**config.mk**
```make
export PLATFORM = sky130hd
export DESIGN_NAME = dbg_rcr_responder
export DESIGN_NICKNAME = d
export VERILOG_FILES = /design/src/rtl/rcr_pkg.sv /design/src/rtl/rcr_opnd_capture.sv /design/src/rtl/rcr_timer.sv /design/src/rtl/rcr_fsm.sv /design/src/rtl/dbg_rcr_responder.sv
export SDC_FILE = /design/constraint.sdc
export NUM_CORES = 1
export LEC_CHECK = 0
export BUFFER_PORTS_ARGS = -buffer_cell sky130_fd_sc_hd__buf_2
export CORE_MARGIN = 2
export CORE_UTILIZATION = 45
export DETAILED_ROUTE_END_ITERATION = 6
export PLACE_DENSITY_LB_ADDON = 0.2
export SYNTH_ARGS = -nofsm -noshare
export SYNTH_HDL_FRONTEND = slang
export SYNTH_HIERARCHICAL = 1
export SYNTH_SLANG_ARGS = --single-unit
```
**constraint.sdc**
```tcl
create_clock -name clk -period 2.1 [get_ports clk]
set_input_delay 0.21 -clock clk [delete_from_list [all_inputs] [get_ports clk]]
set_output_delay 0.21 -clock clk [all_outputs]
set_load 0.01 [all_outputs]
```
**src/rtl/rcr_pkg.sv**
```systemverilog
package rcr_pkg;
    localparam int WORD_W = 16;
    localparam int RESP_W = WORD_W + 1;
    localparam logic [RESP_W-1:0] RSP_NOT_READY = 17'h10000;
    localparam logic [RESP_W-1:0] RSP_BUS_ERROR = 17'h10001;

    typedef enum logic [2:0] {
        S_IDLE,
        S_OPND_HI,
        S_OPND_LO,
        S_FETCH,
        S_RES_HI,
        S_RES_LO,
        S_RES_ERR
    } rcr_state_e;
endpackage

```
**src/rtl/rcr_opnd_capture.sv**
```systemverilog
module rcr_opnd_capture
    import rcr_pkg::*;
(
    input  logic              clk,
    input  logic              rst_n,
    input  logic              load_hi,
    input  logic              load_lo,
    input  logic [WORD_W-1:0] word,
    output logic [2*WORD_W-1:0] sel
);
    logic [WORD_W-1:0] half_q [2];
    logic [1:0]        ld;

    assign ld = {load_hi, load_lo};

    for (genvar h = 0; h < 2; h++) begin : g_half
        always_ff @(posedge clk or negedge rst_n) begin
            if (!rst_n)
                half_q[h] <= '0;
            else if (ld[h])
                half_q[h] <= word;
        end
    end

    assign sel = {half_q[1], half_q[0]};
endmodule

```
**src/rtl/rcr_timer.sv**
```systemverilog
module rcr_timer #(
    parameter int TIMEOUT = 256
) (
    input  logic clk,
    input  logic rst_n,
    input  logic run,
    output logic expire
);
    localparam int CNT_W = (TIMEOUT > 2) ? $clog2(TIMEOUT) : 1;
    localparam logic [CNT_W-1:0] LIMIT = CNT_W'(TIMEOUT - 1);

    logic [CNT_W-1:0] cnt_q;

    always_ff @(posedge clk or negedge rst_n) begin
        if (!rst_n)
            cnt_q <= '0;
        else if (!run)
            cnt_q <= '0;
        else if (!expire)
            cnt_q <= cnt_q + 1'b1;
    end

    assign expire = run && (cnt_q == LIMIT);
endmodule

```
**src/rtl/rcr_fsm.sv**
```systemverilog
module rcr_fsm
    import rcr_pkg::*;
#(
    parameter logic [15:0] CMD_CODE = 16'h2980
) (
    input  logic              clk,
    input  logic              rst_n,
    input  logic              rx_stb,
    input  logic [WORD_W-1:0] rx_word,
    input  logic              reg_ack,
    input  logic              reg_err,
    input  logic [31:0]       reg_rdata,
    input  logic [31:0]       reg_impl,
    input  logic              expire,
    output logic              load_hi,
    output logic              load_lo,
    output logic              fetch_run,
    output logic              reg_req,
    output logic [RESP_W-1:0] tx_word
);
    rcr_state_e state_q, state_d;
    logic [31:0] res_q;
    logic        is_cmd;

    assign is_cmd = (rx_word == CMD_CODE);

    always_comb begin
        state_d = state_q;
        unique case (state_q)
            S_IDLE:    if (rx_stb && is_cmd) state_d = S_OPND_HI;
            S_OPND_HI: if (rx_stb) state_d = S_OPND_LO;
            S_OPND_LO: if (rx_stb) state_d = S_FETCH;
            S_FETCH: begin
                if (reg_ack)
                    state_d = reg_err ? S_RES_ERR : S_RES_HI;
                else if (expire)
                    state_d = S_RES_ERR;
            end
            S_RES_HI:  if (rx_stb) state_d = S_RES_LO;
            S_RES_LO, S_RES_ERR: begin
                if (rx_stb)
                    state_d = is_cmd ? S_OPND_HI : S_IDLE;
            end
            default:   state_d = S_IDLE;
        endcase
    end

    always_ff @(posedge clk or negedge rst_n) begin
        if (!rst_n)
            state_q <= S_IDLE;
        else
            state_q <= state_d;
    end

    always_ff @(posedge clk or negedge rst_n) begin
        if (!rst_n)
            res_q <= '0;
        else if (state_q == S_FETCH && reg_ack && !reg_err)
            res_q <= reg_rdata & reg_impl;
    end

    always_comb begin
        load_hi   = 1'b0;
        load_lo   = 1'b0;
        fetch_run = 1'b0;
        tx_word   = RSP_NOT_READY;
        unique case (state_q)
            S_IDLE:    ;
            S_OPND_HI: load_hi = rx_stb;
            S_OPND_LO: load_lo = rx_stb;
            S_FETCH:   fetch_run = 1'b1;
            S_RES_HI:  tx_word = {1'b0, res_q[31:16]};
            S_RES_LO:  tx_word = {1'b0, res_q[15:0]};
            S_RES_ERR: tx_word = RSP_BUS_ERROR;
            default:   ;
        endcase
    end

    assign reg_req = fetch_run;

    AST_STATUS_SHAPE: assert property (@(posedge clk) disable iff (!rst_n)
        tx_word[16] |-> (tx_word[15:1] == '0));
    AST_REQ_AFTER_OPND: assert property (@(posedge clk) disable iff (!rst_n)
        (load_lo) |=> reg_req);
    AST_ERR_ACK: assert property (@(posedge clk) disable iff (!rst_n)
        (reg_req && reg_ack && reg_err) |=> (tx_word == RSP_BUS_ERROR));
    AST_TIMEOUT_ERR: assert property (@(posedge clk) disable iff (!rst_n)
        (expire && !reg_ack) |=> (tx_word == RSP_BUS_ERROR && !reg_req));
    AST_ACK_RESULT: assert property (@(posedge clk) disable iff (!rst_n)
        (reg_req && reg_ack && !reg_err) |=>
        (tx_word == {1'b0, $past(reg_rdata[31:16] & reg_impl[31:16])}));
endmodule

```
**src/rtl/dbg_rcr_responder.sv**
```systemverilog
module dbg_rcr_responder
    import rcr_pkg::*;
#(
    parameter logic [15:0] CMD_CODE = 16'h2980,
    parameter int          TIMEOUT  = 256
) (
    input  logic        clk,
    input  logic        rst_n,
    input  logic        rx_stb,
    input  logic [15:0] rx_word,
    output logic [16:0] tx_word,
    output logic        reg_req,
    output logic [31:0] reg_sel,
    input  logic        reg_ack,
    input  logic        reg_err,
    input  logic [31:0] reg_rdata,
    input  logic [31:0] reg_impl
);
    logic load_hi, load_lo, fetch_run, expire;

    rcr_opnd_capture u_capture (
        .clk     (clk),
        .rst_n   (rst_n),
        .load_hi (load_hi),
        .load_lo (load_lo),
        .word    (rx_word),
        .sel     (reg_sel)
    );

    rcr_timer #(.TIMEOUT(TIMEOUT)) u_timer (
        .clk    (clk),
        .rst_n  (rst_n),
        .run    (fetch_run),
        .expire (expire)
    );

    rcr_fsm #(.CMD_CODE(CMD_CODE)) u_fsm (
        .clk       (clk),
        .rst_n     (rst_n),
        .rx_stb    (rx_stb),
        .rx_word   (rx_word),
        .reg_ack   (reg_ack),
        .reg_err   (reg_err),
        .reg_rdata (reg_rdata),
        .reg_impl  (reg_impl),
        .expire    (expire),
        .load_hi   (load_hi),
        .load_lo   (load_lo),
        .fetch_run (fetch_run),
        .reg_req   (reg_req),
        .tx_word   (tx_word)
    );

    AST_SEL_STABLE: assert property (@(posedge clk) disable iff (!rst_n)
        (reg_req && $past(reg_req)) |-> $stable(reg_sel));
endmodule

```
* Word level (Yosys, flattened, before mapping)
Index checks and enable logic that the tools add are counted.
Word-level totals: output and inout port bits 50, input port bits 85, logic and storage cells 46, register bits 75
Cells by class: bitwise gates (word level) 1, equal/unequal tests 15, add/sub/neg operators 1, multiplexer cells 16, reduce and logical (&&, ||, !) cells 8
Operator list (number):
- $pmux W17 S3 | 1
- $and A32 B32 Y32 | 1
- $mux W3 | 7
- $pmux W3 S6 | 1
- $eq A16 B14 Y1 const B | 1
- $mux W8 | 2
- $ne A2 B2 Y1 const B | 5
- $eq A3 B3 Y1 const B | 3
- $add A8 B1 Y8 const B | 1
- $eq A8 B8 Y1 const B | 1
- $eq A3 B2 Y1 const B | 2
- $reduce_and A6 Y1 | 1
- $logic_and A1 B1 Y1 | 4
- $mux W1 | 4
- $eq A3 B1 Y1 const B | 1
- $logic_not A3 Y1 | 1
- $ne A3 B3 Y1 const B | 1
- $mux W2 | 1
- $ne A2 B1 Y1 const B | 1
- $reduce_or A2 Y1 | 1
- $logic_not A1 Y1 | 1

* Logic depth before layout (Yosys ltp)
Gate-level depths: netlist (run 1).
depth after elaboration 6, mapped depth 9, gate-level depth less buffers 8

* By module
Netlist (run 1), hierarchy kept.
By module, submodules not included:
- rcr_fsm | sequential area each 875.8 um2, cells an instance 204, area an instance 1805.5 um2, instances 1
- rcr_opnd_capture | sequential area each 800.8 um2, cells an instance 68, area an instance 1298.7 um2, instances 1
- rcr_timer | sequential area each 200.2 um2, cells an instance 44, area an instance 432.9 um2, instances 1

* Worst setup path before layout (run 1)
No wires, ideal clock.
path kind register -> register, start point register u_fsm.state_q[2], end point register u_fsm.state_q[0], cell stages (with the launch flop) 9, data arrival time 1542 ps, buffers on the path 0, slack 427 ps, cell sequence dfrtp_1 -> nand3b_4 -> inv_1 -> inv_1 -> nor3_1 -> nor2_1 -> mux2i_1 -> nor3b_1 -> or3_1
On the way: word-level cells in the longest chain between the ends 5, elaborated cells on any way between the ends 18
RTL lines:
- start, declared | line rcr_fsm.sv:21 | rcr_state_e state_q, state_d;
- start signal, assigned | line rcr_fsm.sv:52 | state_q <= state_d;
- $eq A3 B2 Y1 | line rcr_fsm.sv:67 | unique case (state_q)
- $mux W1 | line rcr_fsm.sv:67
- via fetch_run | line dbg_rcr_responder.sv:19 | logic load_hi, load_lo, fetch_run, expire;
- $logic_and A1 B1 Y1 | line rcr_timer.sv:23 | assign expire = run && (cnt_q == LIMIT);
- via expire | line dbg_rcr_responder.sv:19
- $ne A3 B3 Y1 (no line)
- $reduce_and A6 Y1 (no line)
The timed path passes the listed nets, and every way through them passes these cells. A chain may end at the register's enable or synchronous reset.

* Worst setup path in the final report (run 1)
start point register u_fsm.state_q[0], end point output port tx_word[9]
On the way: word-level cells in the longest chain between the ends 2, elaborated cells on any way between the ends 4
RTL lines:
- $eq A3 B3 Y1 | line rcr_fsm.sv:67
- $pmux W17 S3 (*) | line rcr_fsm.sv:67
- end, declared | line dbg_rcr_responder.sv:11 | output logic [16:0] tx_word,
Every way passes the cells marked *; elsewhere a longest branch is shown, timed or not.

==> impl_metrics.yaml, run 1 <==
critical_path:
  timing.critical_path.from: "u_fsm/state_q[0]$_DFFE_PN0P_"
  r2r_cells: 7
  arrival_ns: 1.72
  crit-reg2reg-launch: "u_timer/cnt_q[0]$_DFFE_PN0P_"
  worst_setup_path_end_kind: "output port"
  kind_of_critical_path: "reg -> out"
  worstSetupStartpointType: "flip-flop"
  cp_data_required_time_ns: 1.89
  crit_path_max_fanout: 16
grt:
  grtUsageTotal_pct: 18.9
  grt_antenna_before_repair: 0
  grt_first_pass_wirelength_um: 12500
  via_count_of_the_first_global_routing_pass: 2629
  grt.overflow.total: 0
  grt_max_degree: 39
route:
  detail_route.wirelength_um: 7900
  route.vias.total: 2845
  drc_errors: 0
  final_antenna_net_count: 0
  average_vias_per_placed_instance: 5.10
  drt-wirelength-per-cell_um: 14.2
  detail_route.first_pass.iterations: 4
  drtIter0Drc: 144
hold_path:
  worst_hold_startpoint: "reg_impl[14]"
  min_path_cells: 3
  worstHoldPathType: "in -> reg"
clocking:
  clock_sinks: 75
  cts_inserted_buffers: 9
  cts_resized: 0
  tritoncts: "yes"
  htree_levels: 3
  ctsLongestPathBuffers: 2
  clock_latency_ns: 0.35
  register_clock_pin_slew_on_the_reported_worst_setup_and_hold_paths_ns: 0.08
  clk_root_buffer_cell: "sky130_fd_sc_hd__clkbuf_8"
sta:
  hold_viol: 0
  rsz0062_at_grt: "no"
  tightest_slew_ns: 0.492
  achievable_frequency_ghz: 0.519
  hold_worst_slack_ns: 0.0745
  fin_skew_ns: 0.00746
  post-route-period-util_pct: 91.8
  timing_max_transition_violations_final: 0
  setup-tns-final_ns: 0
  post-route-min-period_ns: 1.93
  worst_slew_margin_rel_pct: 67.2
  final-setup-viol-count: 0
die:
  std_cell_rows: 32
  die_w_um: 92.7
  placeableCoreArea_sq_mm: 0.00769
  num_io_pins: 135
  die_height_um: 92.7
  floorplan.initialDensity_pct: 46.0
  floorplan.die_area_sq_mm: 0.00859
cells_and_area:
  post_route_cells_drive_above_1_share_pct: 43.4
  area_growth_syn_to_fin_pct: 25.6
  antenna_cells_inserted: 0
  finish.net_count: 538
yosys:
  syn_nets: 402
  ys_ff_latch: 75
  synth_warnings: 6
  syn_inst: 316
  yosys_most_used_dff: "sky130_fd_sc_hd__dfrtp_1"
  syn-mean-instance-area_sq_um: 11.2
  yosysSeqAreaShare_pct: 53.1
  syn-cell-area_sq_mm: 0.00354
  synth_async_sr_flop_share_pct: 100
  synth_unique_cells: 42
  count_of_flip_flops_with_a_built_in_enable_after_synthesis: 0
placed_design:
  placer_congestion: 0.813
  io_buffer_count: 134
  place.detailed.hpwl_um: 5670
status:
  status: "complete, no violations"
power:
  vdd.ir_drop.worst_mv: 0.450
  power_leakage_nw: 2.33
  cellPowerDensity_mw_per_mm2: 1190
flow_run:
  cap_violations: 0
-- worst max-delay path: stages, from the launching register on --
cell,delay (ns)
sky130_fd_sc_hd__dfrtp_1,0.41
sky130_fd_sc_hd__buf_4,0.21
sky130_fd_sc_hd__buf_4,0.30
sky130_fd_sc_hd__mux2i_1,0.23
sky130_fd_sc_hd__nor2_1,0.07
sky130_fd_sc_hd__buf_2,0.14
-- cells by family (layout without fill, tap and decap cells) --
family                     Yosys count  count (layout)  share of synthesized area [%]
and+or+nand+nor                    143             143                           20.0
DFF                                 75              75                           53.1
muxes                               49              49                           17.1
buffers and inverters               25             165                           5.41
AOI/OAI and AO/OA                   23              23                           4.07
adders and majority gates            1               1                          0.354
-- Yosys cell counts (2+ instances only) --
master | n | area share, %
sky130_fd_sc_hd__nor2_1 | 18 | 1.9
sky130_fd_sc_hd__nor4b_1 | 3 | 0.74
sky130_fd_sc_hd__buf_2 | 7 | 0.99
sky130_fd_sc_hd__inv_1 | 4 | 0.42
sky130_fd_sc_hd__dfrtp_1 | 75 | 53
sky130_fd_sc_hd__buf_6 | 6 | 1.9
sky130_fd_sc_hd__buf_4 | 3 | 0.64
sky130_fd_sc_hd__nor3_1 | 3 | 0.42
sky130_fd_sc_hd__nand2_1 | 64 | 6.8
sky130_fd_sc_hd__mux2i_1 | 17 | 4.8
sky130_fd_sc_hd__mux2_2 | 12 | 3.8
sky130_fd_sc_hd__nand3_1 | 34 | 4.8
sky130_fd_sc_hd__nor3b_1 | 4 | 0.85
sky130_fd_sc_hd__a21oi_1 | 4 | 0.57
sky130_fd_sc_hd__o21ai_0 | 6 | 0.85
sky130_fd_sc_hd__buf_12 | 2 | 1.1
sky130_fd_sc_hd__mux2_4 | 20 | 8.5
sky130_fd_sc_hd__a31oi_1 | 4 | 0.71
sky130_fd_sc_hd__nor4bb_1 | 2 | 0.57
sky130_fd_sc_hd__clkbuf_1 | 3 | 0.32
sky130_fd_sc_hd__o21ai_1 | 2 | 0.28
sky130_fd_sc_hd__nand4_1 | 3 | 0.53
-- metrics by stage --
stage | utilization (%) | instance area, sq um | total power [W] | instances | setup slack (ns)
2_1_floorplan | - | 3540 | 0.00368 | 316 | 0.427
3_3_place_gp | 55.5 | 4270 | 0.00428 | 542 | 0.379
3_5_place_dp | 55.5 | 4270 | 0.00435 | 542 | 0.315
4_1_cts | 57.8 | 4440 | 0.00534 | 558 | 0.145
5_1_grt | 57.8 | 4440 | 0.00564 | 558 | 0.0601
6_report | 57.8 | 4440 | 0.00528 | 558 | 0.172
-- repair_timing --
| item | CTS | global route |
|---|---|---|
| buffers inserted | 0 | 0 |
| hold buffers | 1 | 0 |
| endpoints found under the hold margin | 36 | 0 |
-- area by class of cell --
cell class / instances / area [sq um]
repair buffers: 146 / 766
multi-input cells: 216 / 1490
fillers: 699 / 3240
clock buffers: 10 / 138
well taps: 102 / 128
flip-flops and latches: 75 / 1880
clock inverters: 5 / 30.0
inverters: 4 / 15.0
-- placed cells by master, fill, tap and decap left out, types with 2 or more instances in the layout --
cell type / count
sky130_fd_sc_hd__nor2_1: 18
sky130_fd_sc_hd__clkinvlp_4: 2
sky130_fd_sc_hd__mux2_4: 20
sky130_fd_sc_hd__clkbuf_8: 10
sky130_fd_sc_hd__nand4_1: 3
sky130_fd_sc_hd__nand2_1: 64
sky130_fd_sc_hd__nor3b_1: 4
sky130_fd_sc_hd__clkinv_2: 3
sky130_fd_sc_hd__buf_2: 133
sky130_fd_sc_hd__nor3_1: 3
sky130_fd_sc_hd__nor4b_1: 3
sky130_fd_sc_hd__buf_4: 12
sky130_fd_sc_hd__mux2i_1: 17
sky130_fd_sc_hd__nand3_1: 34
sky130_fd_sc_hd__dfrtp_1: 75
sky130_fd_sc_hd__o21ai_0: 6
sky130_fd_sc_hd__o21ai_1: 2
sky130_fd_sc_hd__a31oi_1: 4
sky130_fd_sc_hd__mux2_2: 12
sky130_fd_sc_hd__inv_1: 4
sky130_fd_sc_hd__a21oi_1: 4
-- metal layers --
metal	up-vias	global-route usage, %	wire length (um)
met5	-	0	0
met1	1367	25.2	3630
met2	101	29.7	3620
met4	0	7.72	134
met3	12	4.88	515
li1	1365	-	-
-- sequential cells by signal, summed over array words and instances, names as in the netlist --
name,flops
u_fsm/state_q,3
u_capture/sel,32
u_timer/cnt_q,8
u_fsm/res_q,32
-- report_power, final --
group | switching (W) | internal [W] | total (W)
clock | 0.000521 | 0.000448 | 0.000968
sequential | 0.000338 | 0.00205 | 0.00239
combinational | 0.000900 | 0.00102 | 0.00192
total | 0.00176 | 0.00352 | 0.00528
-- worst paths after layout --
check	end	slack, ns
worst max-delay path	tx_word[9]	0.17
worst min-delay path	u_fsm/res_q[14]$_DFFE_PN0P_	0.07
worst max register to register	u_fsm/state_q[0]$_DFFE_PN0P_	0.29
worst min register to register	u_fsm/res_q[18]$_DFFE_PN0P_	0.47
max in group asynchronous	u_fsm/res_q[7]$_DFFE_PN0P_	1.07
min in group asynchronous	u_capture/sel[13]$_DFFE_PN0P_	0.36
(Power assumes the default switching activity.)
==> inputs of run 2 (changes only) <==
==> constraint.sdc (replaced) <==
create_clock -name clk -period 2.1 [get_ports clk]
set_input_delay 0.21 -clock clk [delete_from_list [all_inputs] [get_ports clk]]
set_output_delay 0.21 -clock clk [all_outputs]
set_load 0.02 [all_outputs]
==> impl_metrics.yaml, run 2 (same netlist as run 1, synthesis figures left out) <==
cells_and_area:
  layout_commonest_cell: "sky130_fd_sc_hd__buf_2"
  finish.net_count: 537
  regArea_sq_mm: 0.00188
  post_route_cells_drive_above_1_share_pct: 43.0
  multi_input_area_sq_mm: 0.00149
  layout.cells.most_common_list: "sky130_fd_sc_hd__buf_2, sky130_fd_sc_hd__dfrtp_1, sky130_fd_sc_hd__nand2_1"
  filler_cell_count: 671
  area_growth_syn_to_fin_pct: 27.6
  antenna_cells_inserted: 0
placed_design:
  place.detailed.hpwl_um: 5740
  placement.setup.worst_slack_ns: 0.305
  io_buffer_count: 134
  placer_congestion: 0.811
die:
  die_w_um: 92.7
  std_cell_rows: 32
  floorplan.die_area_sq_mm: 0.00859
  die_height_um: 92.7
  floorplan.initialDensity_pct: 46.0
  num_io_pins: 135
  placeableCoreArea_sq_mm: 0.00769
critical_path:
  arrival_ns: 1.72
  kind_of_critical_path: "reg -> out"
  crit_path_max_fanout: 19
  worstSetupStartpointType: "flip-flop"
  worst_setup_path_end_kind: "output port"
  cp_data_required_time_ns: 1.89
route:
  detail_route.wirelength_um: 7800
  drt-wirelength-per-cell_um: 14.0
  topRoutingLayerUsed: "met4"
  average_vias_per_placed_instance: 4.95
  drtIter0Drc: 123
  route.vias.total: 2762
  drc_errors: 0
  detail_route.first_pass.iterations: 4
  met2RoutedLength_um: 3560
  wirelength_met1_um: 3580
  final_antenna_net_count: 0
  dr_wl_met3_um: 489
power:
  sequential_cell_fraction_of_total_power_pct: 40.9
  cellPowerDensity_mw_per_mm2: 1290
  vdd.ir_drop.worst_mv: 0.430
  power_leakage_nw: 2.35
  power.share.clock_pct: 20.7
  fraction_of_power_consumed_by_combinational_cells_pct: 38.3
  sw_frac_of_total_pct: 34.8
  internal-power_w: 0.00380
  switching_power_w: 0.00203
clocking:
  cts_resized: 0
  cts_inserted_buffers: 9
  ctsLongestPathBuffers: 2
  clk_root_buffer_cell: "sky130_fd_sc_hd__clkbuf_8"
  clock_sinks: 75
  register_clock_pin_slew_on_the_reported_worst_setup_and_hold_paths_ns: 0.08
  tritoncts: "yes"
  clock_latency_ns: 0.34
  htree_levels: 3
sta:
  worst_slew_margin_rel_pct: 67.9
  achievable_frequency_ghz: 0.519
  fin_skew_ns: 0.00960
  tightest_slew_ns: 0.481
  final-setup-viol-count: 0
  rsz0062_at_grt: "no"
  timing_max_transition_violations_final: 0
  setup-tns-final_ns: 0
  post-route-period-util_pct: 91.8
  final.setup.worst_slack_ns: 0.172
  post-route-min-period_ns: 1.93
  hold_viol: 0
grt:
  grt_antenna_before_repair: 0
  grt_max_degree: 40
  via_count_of_the_first_global_routing_pass: 2625
  grt_first_pass_wirelength_um: 12500
  grt.overflow.total: 0
  grtUsageTotal_pct: 18.8
hold_path:
  worstHoldPathType: "in -> reg"
flow_run:
  cap_violations: 0
status:
  status: "complete, no violations"
-- run 2: changes by cell type in the layout (fill, tap and decap cells not counted) --
cell and change:
sky130_fd_sc_hd__clkinv_4 +1, sky130_fd_sc_hd__clkinvlp_4 -2, sky130_fd_sc_hd__buf_12 +2, sky130_fd_sc_hd__clkinv_2 -2
sky130_fd_sc_hd__bufinv_16 +2, sky130_fd_sc_hd__buf_4 -3, sky130_fd_sc_hd__clkbuf_1 +2
-- run 2: cell type report --
class | count | share of cell area [%]
Timing Repair Buffer | 145 | 17.4
Sequential cell | 75 | 41.6
Clock inverter | 4 | 1.64
Multi-Input combinational cell | 216 | 33.0
Inverter | 4 | 0.333
Tap cell | 102 | 2.83
Clock buffer | 12 | 3.22
-- run 2: path summary, 6_finish.rpt --
| kind | start | slack [ns] | cells past startpoint | endpoint |
|---|---|---|---|---|
| min reg2reg | u_fsm/res_q[17]$_DFFE_PN0P_ | 0.47 | 2 | u_fsm/res_q[17]$_DFFE_PN0P_ |
| max reg2reg | u_fsm/state_q[2]$_DFFE_PN0P_ | 0.29 | 8 | u_fsm/state_q[0]$_DFFE_PN0P_ |
| min | reg_impl[30] | 0.09 | 3 | u_fsm/res_q[30]$_DFFE_PN0P_ |
| max in group asynchronous | rst_n | 1.17 | 3 | u_capture/sel[14]$_DFFE_PN0P_ |
| max | u_fsm/state_q[0]$_DFFE_PN0P_ | 0.17 | 4 | tx_word[0] |
| min in group asynchronous | rst_n | 0.37 | 2 | u_capture/sel[1]$_DFFE_PN0P_ |
-- run 2: stage by stage --
stage	util [%]	cell area (sq um)	hold slack [ns]	power, W	cells
2_1_floorplan	-	3540	-0.0856	0.00395	316
3_3_place_gp	55.7	4280	0.203	0.00458	541
3_5_place_dp	55.7	4280	0.207	0.00465	541
4_1_cts	58.7	4510	0.0700	0.00589	558
5_1_grt	58.7	4510	0.0802	0.00619	558
6_report	58.7	4510	0.0858	0.00583	558
-- run 2: metal layers --
layer  global-route usage [%]  up-vias
met5                        0        -
met4                     8.33        0
met3                     4.56       14
met2                     29.0       95
met1                     25.2     1286
li1                         -     1367
-- run 2: critical path, cell delays in order (launching register included) --
cell                      delay, ns
sky130_fd_sc_hd__dfrtp_1       0.42
sky130_fd_sc_hd__buf_4         0.19
sky130_fd_sc_hd__buf_4         0.23
sky130_fd_sc_hd__o311a_1       0.38
sky130_fd_sc_hd__buf_2         0.16
-- run 2: power by group through the flow --
| stage | Clock [W] | Combinational (W) | Sequential (W) |
|---|---|---|---|
| 2_1_floorplan | 0 | 0.00121 | 0.00274 |
| 3_3_place_gp | 0 | 0.00219 | 0.00238 |
| 3_5_place_dp | 0 | 0.00225 | 0.00241 |
| 4_1_cts | 0.00124 | 0.00226 | 0.00238 |
| 5_1_grt | 0.00130 | 0.00242 | 0.00246 |
| 6_report | 0.00121 | 0.00223 | 0.00239 |
-- run 2: timing repair --
item                                    CTS  global route
hold buffers                              1             0
endpoints found under the hold margin    36             0
endpoints found under the setup margin    0             0
buffers inserted                          0             0
==> inputs of run 3 (changes only) <==
--- a/config.mk
+++ b/config.mk
@@ -8,6 +8,7 @@
 export BUFFER_PORTS_ARGS = -buffer_cell sky130_fd_sc_hd__buf_2
 export CORE_MARGIN = 2
 export CORE_UTILIZATION = 45
+export CTS_BUF_LIST = sky130_fd_sc_hd__clkbuf_2 sky130_fd_sc_hd__clkbuf_4 sky130_fd_sc_hd__clkbuf_8
 export DETAILED_ROUTE_END_ITERATION = 6
 export PLACE_DENSITY_LB_ADDON = 0.2
 export SYNTH_ARGS = -nofsm -noshare
==> impl_metrics.yaml, run 3 (same netlist as run 1, synthesis figures left out) <==
grt:
  grtUsageTotal_pct: 18.8
  grt.overflow.total: 0
  via_count_of_the_first_global_routing_pass: 2631
  grt_first_pass_wirelength_um: 12500
  grt_max_degree: 40
  grt_antenna_before_repair: 0
power:
  vdd.ir_drop.worst_mv: 0.432
  cellPowerDensity_mw_per_mm2: 1300
  power_leakage_nw: 2.36
placed_design:
  placer_congestion: 0.811
  place_inst: 541
  io_buffer_count: 134
  place.detailed.hpwl_um: 5740
die:
  placeableCoreArea_sq_mm: 0.00769
  die_height_um: 92.7
  die_w_um: 92.7
  num_io_pins: 135
  std_cell_rows: 32
  floorplan.initialDensity_pct: 46.0
  floorplan.die_area_sq_mm: 0.00859
hold_path:
  worstHoldEndpoint: "u_fsm/res_q[30]$_DFFE_PN0P_"
  min_path_cells: 3
  worstHoldPathType: "in -> reg"
  worst_hold_startpoint: "reg_impl[30]"
sta:
  hold_viol: 0
  achievable_frequency_ghz: 0.518
  rsz0062_at_grt: "no"
  timing_max_transition_violations_final: 0
  fin_skew_ns: 0.0102
  final-setup-viol-count: 0
  post-route-min-period_ns: 1.93
  tightest_slew_ns: 0.491
  setup-tns-final_ns: 0
  worst_slew_margin_rel_pct: 67.3
  post-route-period-util_pct: 92.0
critical_path:
  reg2reg_slack_ns: 0.28
  crit-reg2reg-launch: "u_fsm/state_q[2]$_DFFE_PN0P_"
  kind_of_critical_path: "reg -> out"
  worst_setup_path_end_kind: "output port"
  arrival_ns: 1.72
  worstSetupStartpointType: "flip-flop"
  crit_path_max_fanout: 19
  cp_data_required_time_ns: 1.89
  r2r_cells: 8
  timing.rr.end: "u_fsm/state_q[0]$_DFFE_PN0P_"
route:
  drc_errors: 0
  detail_route.wirelength_um: 7840
  drtIter0Drc: 134
  route.vias.total: 2748
  detail_route.first_pass.iterations: 4
  average_vias_per_placed_instance: 4.92
  drt-wirelength-per-cell_um: 14.0
  final_antenna_net_count: 0
cells_and_area:
  layout_commonest_cell: "sky130_fd_sc_hd__buf_2"
  area_growth_syn_to_fin_pct: 27.8
  layout.cells.most_common_list: "sky130_fd_sc_hd__buf_2, sky130_fd_sc_hd__dfrtp_1, sky130_fd_sc_hd__nand2_1"
  antenna_cells_inserted: 0
  finish.net_count: 537
  postLayoutCoreUtil_pct: 58.8
  stdcell_count: 558
  post_route_cells_drive_above_1_share_pct: 43.4
clocking:
  cts_inserted_buffers: 9
  htree_levels: 3
  ctsLongestPathBuffers: 2
  clock_sinks: 75
  clk_root_buffer_cell: "sky130_fd_sc_hd__clkbuf_8"
  cts.repair_timing.setup_buffer_count: 0
  clock_latency_ns: 0.35
  cts_resized: 0
  tritoncts: "yes"
  register_clock_pin_slew_on_the_reported_worst_setup_and_hold_paths_ns: 0.08
  cts-hold-fix-buffers: 1
status:
  status: "complete, no violations"
flow_run:
  cap_violations: 0
[run 3: cell counts in the layout (fill, tap and decap cells not counted)]
Identical to the previous run, type by type.
[run 3: worst max-delay path, cell delays in order (launching register included)]
cell	delay (ns)
sky130_fd_sc_hd__dfrtp_1	0.42
sky130_fd_sc_hd__buf_4	0.19
sky130_fd_sc_hd__buf_4	0.23
sky130_fd_sc_hd__o311a_1	0.38
sky130_fd_sc_hd__buf_2	0.16
[run 3: worst max-delay path by stage]
stage | start | endpoint | slack, ns | cells after the start
floorplan | u_fsm/state_q[2]$_DFFE_PN0P_ | u_fsm/state_q[0]$_DFFE_PN0P_ | 0.43 | 8
global placement | u_fsm/state_q[2]$_DFFE_PN0P_ | u_fsm/state_q[0]$_DFFE_PN0P_ | 0.38 | 8
detailed placement | u_fsm/state_q[2]$_DFFE_PN0P_ | u_fsm/state_q[0]$_DFFE_PN0P_ | 0.31 | 8
CTS | u_fsm/state_q[0]$_DFFE_PN0P_ | tx_word[0] | 0.14 | 4
global route | u_fsm/state_q[1]$_DFFE_PN0P_ | tx_word[12] | 0.06 | 5
finish | u_fsm/state_q[0]$_DFFE_PN0P_ | tx_word[0] | 0.17 | 4
[run 3: final cells by class]
type	instances	area (sq um)
multi-input combinational	216	1490
tap	102	128
fill	669	3170
timing repair buffer	145	783
clock buffer	12	153
clock inverter	4	73.8
inverter	4	15.0
sequential	75	1880
[run 3: metrics by stage]
stage / worst slack [ns] / power (W) / hold slack [ns] / cell area, sq um
after detailed placement: 0.305 / 0.00465 / 0.207 / 4280
after global routing: 0.0594 / 0.00621 / 0.0801 / 4520
final: 0.169 / 0.00586 / 0.0809 / 4520
after global placement: 0.383 / 0.00458 / 0.203 / 4280
after CTS: 0.142 / 0.00591 / 0.0703 / 4520
after floorplan: 0.427 / 0.00395 / -0.0856 / 3540
[run 3: routing by layer]
layer  GRT usage, %  vias up  share of wire, %
met5              0        -                 0
met4           8.33        0               2.3
met3           4.56       14               6.5
met2           29.1       97                45
met1           25.2     1273                46
li1               -     1364                 -
[run 3: power breakdown]
part	total, W	switching, W	internal, W
combinational	0.00223	0.00119	0.00104
clock	0.00123	0.000506	0.000729
sequential	0.00239	0.000334	0.00205
